### src/rtl/jtap_pkg.sv
`timescale 1ns/1ps
package jtap_pkg;

    localparam int unsigned RING_LEN  = 4;
    localparam int unsigned TAP_W     = $clog2(RING_LEN + 2);
    localparam int unsigned PASS_POS  = RING_LEN + 1;
    localparam int unsigned PHASE_POS = 3;
    localparam int unsigned PHASE_W   = 3;

    typedef logic [RING_LEN-1:0] ring_t;
    typedef logic [TAP_W-1:0]    tap_t;

    typedef enum logic [1:0] {
        MODE_IDLE = 2'd0,
        MODE_RING = 2'd1,
        MODE_PASS = 2'd2
    } tap_mode_e;

    typedef struct packed {
        tap_mode_e mode;
        ring_t     mask;   // active stages
        ring_t     top;    // one-hot: last active stage
    } tap_cfg_t;

    function automatic tap_cfg_t decode_tap(input tap_t sel);
        tap_cfg_t cfg;
        cfg.mode = MODE_IDLE;
        cfg.mask = '0;
        cfg.top  = '0;
        if (int'(sel) == int'(PASS_POS)) begin
            cfg.mode = MODE_PASS;
        end else if (int'(sel) >= 1 && int'(sel) <= int'(RING_LEN)) begin
            cfg.mode = MODE_RING;
            for (int i = 0; i < int'(RING_LEN); i++) begin
                cfg.mask[i] = (i < int'(sel));
                cfg.top[i]  = (i == int'(sel) - 1);
            end
        end
        return cfg;
    endfunction

    // Fill form: ones contiguous from bit 0. Drain form: zeros contiguous
    // from bit 0 inside the active mask.
    function automatic logic is_legal(input ring_t q, input ring_t mask);
        ring_t holes;
        logic  fill_ok;
        logic  drain_ok;
        holes    = ~q & mask;
        fill_ok  = ((q & ring_t'(q + 1'b1)) == '0);
        drain_ok = ((holes & ring_t'(holes + 1'b1)) == '0);
        return ((q & ~mask) == '0) && (fill_ok || drain_ok);
    endfunction

endpackage

### src/rtl/jtap_sel_track.sv
`timescale 1ns/1ps
module jtap_sel_track
    import jtap_pkg::*;
(
    input  logic clk_i,
    input  logic rst_i,
    input  tap_t tap_i,
    output tap_t tap_q_o,
    output logic clear_o
);

    tap_t tap_q;

    always_ff @(posedge clk_i) begin
        tap_q <= tap_i;
    end

    assign tap_q_o = tap_q;
    assign clear_o = !rst_i && (tap_i != tap_q);

    assert_track_R6: assert property (@(posedge clk_i) disable iff (rst_i)
        clear_o |=> (tap_q_o == $past(tap_i)));

endmodule

### src/rtl/jtap_ring.sv
`timescale 1ns/1ps
module jtap_ring
    import jtap_pkg::*;
(
    input  logic     clk_i,
    input  logic     rst_i,
    input  logic     clear_i,
    input  tap_cfg_t cfg_i,
    output ring_t    q_o
);

    ring_t q_r;
    ring_t d_shift;
    logic  fb;
    logic  legal;

    assign fb    = |(q_r & cfg_i.top);
    assign legal = is_legal(q_r, cfg_i.mask);

    genvar gi;
    generate
        for (gi = 0; gi < int'(RING_LEN); gi++) begin : g_stage
            if (gi == 0) begin : g_head
                assign d_shift[gi] = ~fb & cfg_i.mask[gi];
            end else begin : g_body
                assign d_shift[gi] = q_r[gi-1] & cfg_i.mask[gi];
            end
        end
    endgenerate

    always_ff @(posedge clk_i) begin
        if (rst_i || clear_i || !legal) begin
            q_r <= '0;
        end else if (cfg_i.mode == MODE_RING) begin
            q_r <= d_shift;
        end else begin
            q_r <= '0;
        end
    end

    assign q_o = q_r;

    assert_moves_R3: assert property (@(posedge clk_i) disable iff (rst_i)
        (cfg_i.mode == MODE_RING && !clear_i) |=> (q_r != $past(q_r)));

    assert_upper_zero_R2: assert property (@(posedge clk_i) disable iff (rst_i)
        ((q_r & ~cfg_i.mask) == '0));

    assert_legal_R10: assert property (@(posedge clk_i) disable iff (rst_i)
        legal);

endmodule

### src/rtl/jtap_out_sel.sv
`timescale 1ns/1ps
module jtap_out_sel
    import jtap_pkg::*;
(
    input  logic               clk_i,
    input  tap_t               tap_q_i,
    input  tap_cfg_t           cfg_i,
    input  ring_t              q_i,
    output logic               div_o,
    output logic [PHASE_W-1:0] phase_o
);

    always_comb begin
        unique case (cfg_i.mode)
            MODE_PASS: div_o = clk_i;
            MODE_RING: div_o = |(q_i & cfg_i.top);
            default:   div_o = 1'b0;
        endcase
    end

    generate
        if (RING_LEN >= PHASE_POS) begin : g_phase
            always_comb begin
                if (int'(tap_q_i) == int'(PHASE_POS)) begin
                    phase_o = {~q_i[1], q_i[2], q_i[0]};
                end else begin
                    phase_o = '0;
                end
            end
        end else begin : g_no_phase
            assign phase_o = '0;
        end
    endgenerate

endmodule

### src/rtl/jtap_divider.sv
`timescale 1ns/1ps
module jtap_divider
    import jtap_pkg::*;
(
    input  logic                  clk_i,
    input  logic                  rst_i,
    input  logic [TAP_W-1:0]      tap_sel_i,
    output logic [RING_LEN-1:0]   stage_o,
    output logic                  div_o,
    output logic [PHASE_W-1:0]    phase_o
);

    tap_t     tap_q;
    logic     clear;
    tap_cfg_t cfg;
    ring_t    ring_q;

    jtap_sel_track i_track (
        .clk_i   (clk_i),
        .rst_i   (rst_i),
        .tap_i   (tap_sel_i),
        .tap_q_o (tap_q),
        .clear_o (clear)
    );

    assign cfg = decode_tap(tap_q);

    jtap_ring i_ring (
        .clk_i   (clk_i),
        .rst_i   (rst_i),
        .clear_i (clear),
        .cfg_i   (cfg),
        .q_o     (ring_q)
    );

    jtap_out_sel i_out (
        .clk_i   (clk_i),
        .tap_q_i (tap_q),
        .cfg_i   (cfg),
        .q_i     (ring_q),
        .div_o   (div_o),
        .phase_o (phase_o)
    );

    assign stage_o = ring_q;

    // Edges elapsed since the last clear, saturating; bounds $past below.
    logic [2:0] run_q;
    always_ff @(posedge clk_i) begin
        if (rst_i || clear) begin
            run_q <= '0;
        end else if (run_q != 3'd7) begin
            run_q <= run_q + 3'd1;
        end
    end

    assert_clear_R6: assert property (@(posedge clk_i) disable iff (rst_i)
        (tap_sel_i != tap_q) |=> (stage_o == '0));

    assert_pass_R7: assert property (@(posedge clk_i) disable iff (rst_i)
        (cfg.mode == MODE_PASS) |-> (stage_o == '0));

    assert_idle_R8: assert property (@(posedge clk_i) disable iff (rst_i)
        (cfg.mode == MODE_IDLE) |-> (stage_o == '0 && !div_o));

    assert_phase_R9: assert property (@(posedge clk_i) disable iff (rst_i)
        (run_q >= 3'd4 && int'(tap_q) == int'(PHASE_POS) && !clear)
        |-> (phase_o[1] == $past(phase_o[0], 2) &&
             phase_o[2] == $past(phase_o[0], 4)));

endmodule

### config.mk
export PLATFORM = sky130hd
export DESIGN_NAME = jtap_divider
export DESIGN_NICKNAME = d
export VERILOG_FILES = /design/src/rtl/jtap_pkg.sv /design/src/rtl/jtap_sel_track.sv /design/src/rtl/jtap_ring.sv /design/src/rtl/jtap_out_sel.sv /design/src/rtl/jtap_divider.sv
export SDC_FILE = /design/constraint.sdc
export NUM_CORES = 1
export LEC_CHECK = 0
export BUFFER_PORTS_ARGS = -buffer_cell sky130_fd_sc_hd__buf_4
export CAP_MARGIN = 20
export CORE_AREA = 2 2 39 41
export DETAILED_ROUTE_END_ITERATION = 7
export DIE_AREA = 0 0 41 43
export GPL_ROUTABILITY_DRIVEN = 0
export PLACE_DENSITY = 0.66
export SLEW_MARGIN = 20
export SYNTH_ARGS = -nofsm -noshare
export SYNTH_HDL_FRONTEND = slang
export SYNTH_SLANG_ARGS = --single-unit
### constraint.sdc
create_clock -name clk_i -period 2.4 [get_ports clk_i]
set_clock_uncertainty 0.15 [all_clocks]
set_input_delay 0.72 -clock clk_i [delete_from_list [all_inputs] [get_ports clk_i]]
set_output_delay 0.72 -clock clk_i [all_outputs]
set_load 0.05 [all_outputs]
# Yosys cells after proc, flatten, opt, wreduce, memory -nomap -nowiden

Index checks and enable logic that the tools add are counted.

Output and inout bits: 8
Register bits: 7
Bits of input ports: 5
Word-level logic and storage cells: 52

Mux-type cells: 5
Equality and inequality tests: 8
$add $sub $neg: 3
Magnitude comparators: 6
Bitwise gates (word level): 14
Reductions and logical operators: 14

Operator list:

| kind                                                               | count |
|---|---|
| zero test 32 bit                                                   | 1 |
| bitwise AND 4 bit                                                  | 5 |
| zero test 4 bit                                                    | 3 |
| two-way mux 9 bit                                                  | 1 |
| adder 4 x 1 -> 4 bit (second input constant)                       | 2 |
| equality test 3 x 4 -> 1 bit (first input constant)                | 2 |
| two-way mux 8 bit                                                  | 1 |
| NOT 4 bit                                                          | 2 |
| equality test 3 bit (second input constant)                        | 2 |
| < comparator 1 x 3 -> 1 bit (first input constant)                 | 2 |
| < comparator 2 x 3 -> 1 bit (first input constant)                 | 2 |
| bitwise AND 1 bit                                                  | 4 |
| equality test 2 x 4 -> 1 bit (first input constant)                | 1 |
| OR reduction 4 bit                                                 | 1 |
| subtractor 3 x 1 -> 4 bit (second input constant)                  | 1 |
| greater-or-equal comparator 3 x 1 -> 1 bit (second input constant) | 1 |
| less-or-equal comparator 3 bit (second input constant)             | 1 |
| logical AND 1 bit                                                  | 3 |
| logical OR 1 bit                                                   | 3 |
| two-way mux 3 bit                                                  | 1 |
| != test 3 bit                                                      | 1 |
| NOT 1 bit                                                          | 3 |
| equality test 2 x 1 -> 1 bit (second input constant)               | 1 |
| equality test 2 bit (second input constant)                        | 1 |
| other kinds (4)                                                    | 5 |

# Depth between registers and ports, before layout

Word-level depth: 13
Depth in mapped cells: 8
Gate-level depth less buffers: 6

# Hierarchy

A second synthesis with hierarchy kept.

Cell total of the unflattened synthesis: 75
Area total of the unflattened synthesis: 636.9 µm²

By module, submodules not included:

| module         | area an instance (µm²) | cells each | times used |
|---|---|---|---|
| jtap_ring      | 250.2                  | 30         | 1 |
| jtap_divider   | 205.2                  | 24         | 1 |
| jtap_sel_track | 92.6                   | 7          | 1 |
| jtap_out_sel   | 88.8                   | 14         | 1 |

==> flow_summary.toml <==
[route]
drc = 0
dr.pass1.iters = 4
viasPerCell = 5.61
ant_nets = 0
routed_wl_um = 1430
wl_per_cell_um = 14.2
drt_iter0_drc = 9
via_count = 567

[global_route]
grt_max_degree = 14
busiest_layer = "met1"
antenna_found_initial = 0
use_met2_pct = 22.5
overflow = 0
grt_use_met1_pct = 26.0
grt_usage_pct = 19.5
grt_pass1_wl_um = 2190
grt_pass1_vias = 499
grt.met3_usage_pct = 7.85

[finish]
fin_util_pct = 59.3
final_common_cell = "buf_4"
layout_common_cells = "17 x buf_4, 4 x a21oi_1, 4 x clkbuf_4, 4 x dfxtp_1"
num_antenna_cells = 0
final_design_area_no_fill_um2 = 821
layout-drive-gt1-share_pct = 49.4
area_growth_syn_to_layout_pct = 49.4
num-nets-final = 92

[power]
ir_drop_v = 0.000370
pwr_density_cell_mw_per_mm2 = 486
p_leak_nw = 0.314

[sta]
setup_violations = 1
final.setup.tns_ps = -40.9
fin_ws_ps = -40.9
worstMarginPinSlew_ps = 646
finalHoldViolCount = 0
rsz0062_at_grt = "true"
slew_headroom_pct = 56.5
finalMaxSlewViolations = 0

[run_status]
outcome = "finished, violations left"
violations = "setup timing"

[critical_path]
worstPathCellList = "clkbuf_8 -> nand2_2 -> o21ai_2 -> buf_6"
worstSetupEndpointType = "output pin"
cpPeakStageDelay_ps = 150
cpMaxStageDelayCell = "buf_6"
crit_type = "clk2out"
crit_family = "buffers and inverters"
crit_arrival_ps = 1570
worst-path-max-fanout = 2
startpoint_type = "clock port"
crit_required_ps = 1530
cp.buffers_inverters = 2

[placed_design]
hpwlAfterDp_um = 966
dpl_cell_area_um2 = 701
numPortBuffers = 12
dp_slack_ps = 42.1

[floorplan]
dieArea_mm2 = 0.00176
fp.dieW_um = 41
die_y_um = 43
io_pins = 13
rows = 14
core_mm2 = 0.00138
start_util_pct = 39.7

[logic_synthesis]
synth-edff-count = 0
syn-cell-area_um2 = 549
avgSynthCellArea_um2 = 8.58
synthCells = 64
synthArstFlopShare_pct = 0
synth_flop_cell = "dfxtp_1"
ys_ff_latch = 7
yosysSeqAreaShare_pct = 25.5
ys_warn_count = 0
syn-num-nets = 70
yosysUniqueCellTypes = 32

[flow_run]
maxCapViolations = 0

[min_path]
hp-class = "in2reg"

[clock_network]
clk_latency_ps = 350
cts_tree = "yes"
cts.reportedPaths.clkPinSlew_ps = 50
hold_buffers = 0
==> layout make-up <==
cell class | count | area, um2
Inverter | 4 | 15.0
Sequential cell | 7 | 146
Multi-Input combinational cell | 49 | 442
Clock buffer | 7 | 58.8
Timing Repair Buffer | 18 | 139
Tap cell | 16 | 20.0
Fill cell | 132 | 563
==> timing repair <==
item	4_1_cts	5_1_grt
resized for setup	5	13
pin swaps	0	2
setup buffers	0	0
setup endpoints to repair	1	1
==> per-layer routing <==
layer	routed length (um)	part of all wire [%]	vias to the layer above
met3	35	2.4	2
met1	663	46	274
li1	-	-	282
met2	710	50	9
met5	0	0	-
met4	21	1.5	0
==> final timing paths <==
path / endpoint / depth (start not counted) / start / slack [ps]
min reg2reg: i_ring.q_o[3]$_SDFF_PP0_ / 2 / i_ring.q_o[2]$_SDFF_PP0_ / 430
max: div_o / 4 / clk_i / -40
min: i_track.tap_q_o[2]$_DFF_P_ / 1 / tap_sel_i[2] / 330
max reg2reg: i_ring.q_o[1]$_SDFF_PP0_ / 5 / i_track.tap_q_o[0]$_DFF_P_ / 350
==> cell families (layout without fill, tap and decap cells) <==
kind of cell / count (synthesis) / after routing / share of synthesized area [%]
AND/OR/NAND/NOR: 21 / 21 / 21.2
multiplexers: 2 / 2 / 3.64
buffers and inverters: 8 / 29 / 5.92
XOR/XNOR: 3 / 3 / 4.78
AO/OA/AOI/OAI: 22 / 22 / 36.7
adder cells (fa/ha/maj): 1 / 1 / 2.28
flip-flops: 7 / 7 / 25.5
==> worst reg2reg max path, cell delays in order (launching register included) <==
cell and delay [ps]:
dfxtp_2 330, buf_4 190, or3b_4 430, a2111oi_4 310
o32ai_2 190, a2111oi_4 360
==> through the flow <==
step	instances	power, mW	hold WS, ps
after floorplan	64	0.188	467
after global placement	95	0.212	394
after detailed placement	95	0.213	395
after CTS	101	0.393	327
after global routing	101	0.424	313
final	101	0.399	331
==> flip-flops by register name, summed over array words and instances, names as in the netlist <==
signal,count
i_ring.q_o,4
i_track.tap_q_o,3
==> synthesized netlist by cell type, types with 3 or more instances <==
cell	n	area, um2
inv_1	3	11.3
a211oi_1	3	22.5
a21oi_1	4	20.0
dfxtp_1	7	140
nor2_1	5	18.8
xor2_1	3	26.3
nand2b_1	3	18.8
nand2_1	4	15.0
==> where the power goes <==
group          internal, mW  total [mW]  leakage, nW  switching [mW]
clock                 0.128       0.199       0.0388          0.0708
sequential            0.119       0.122       0.0579         0.00315
combinational        0.0374      0.0773        0.217          0.0399
total                 0.285       0.399        0.314           0.114
No activity file was read; power rests on OpenSTA's default activity.
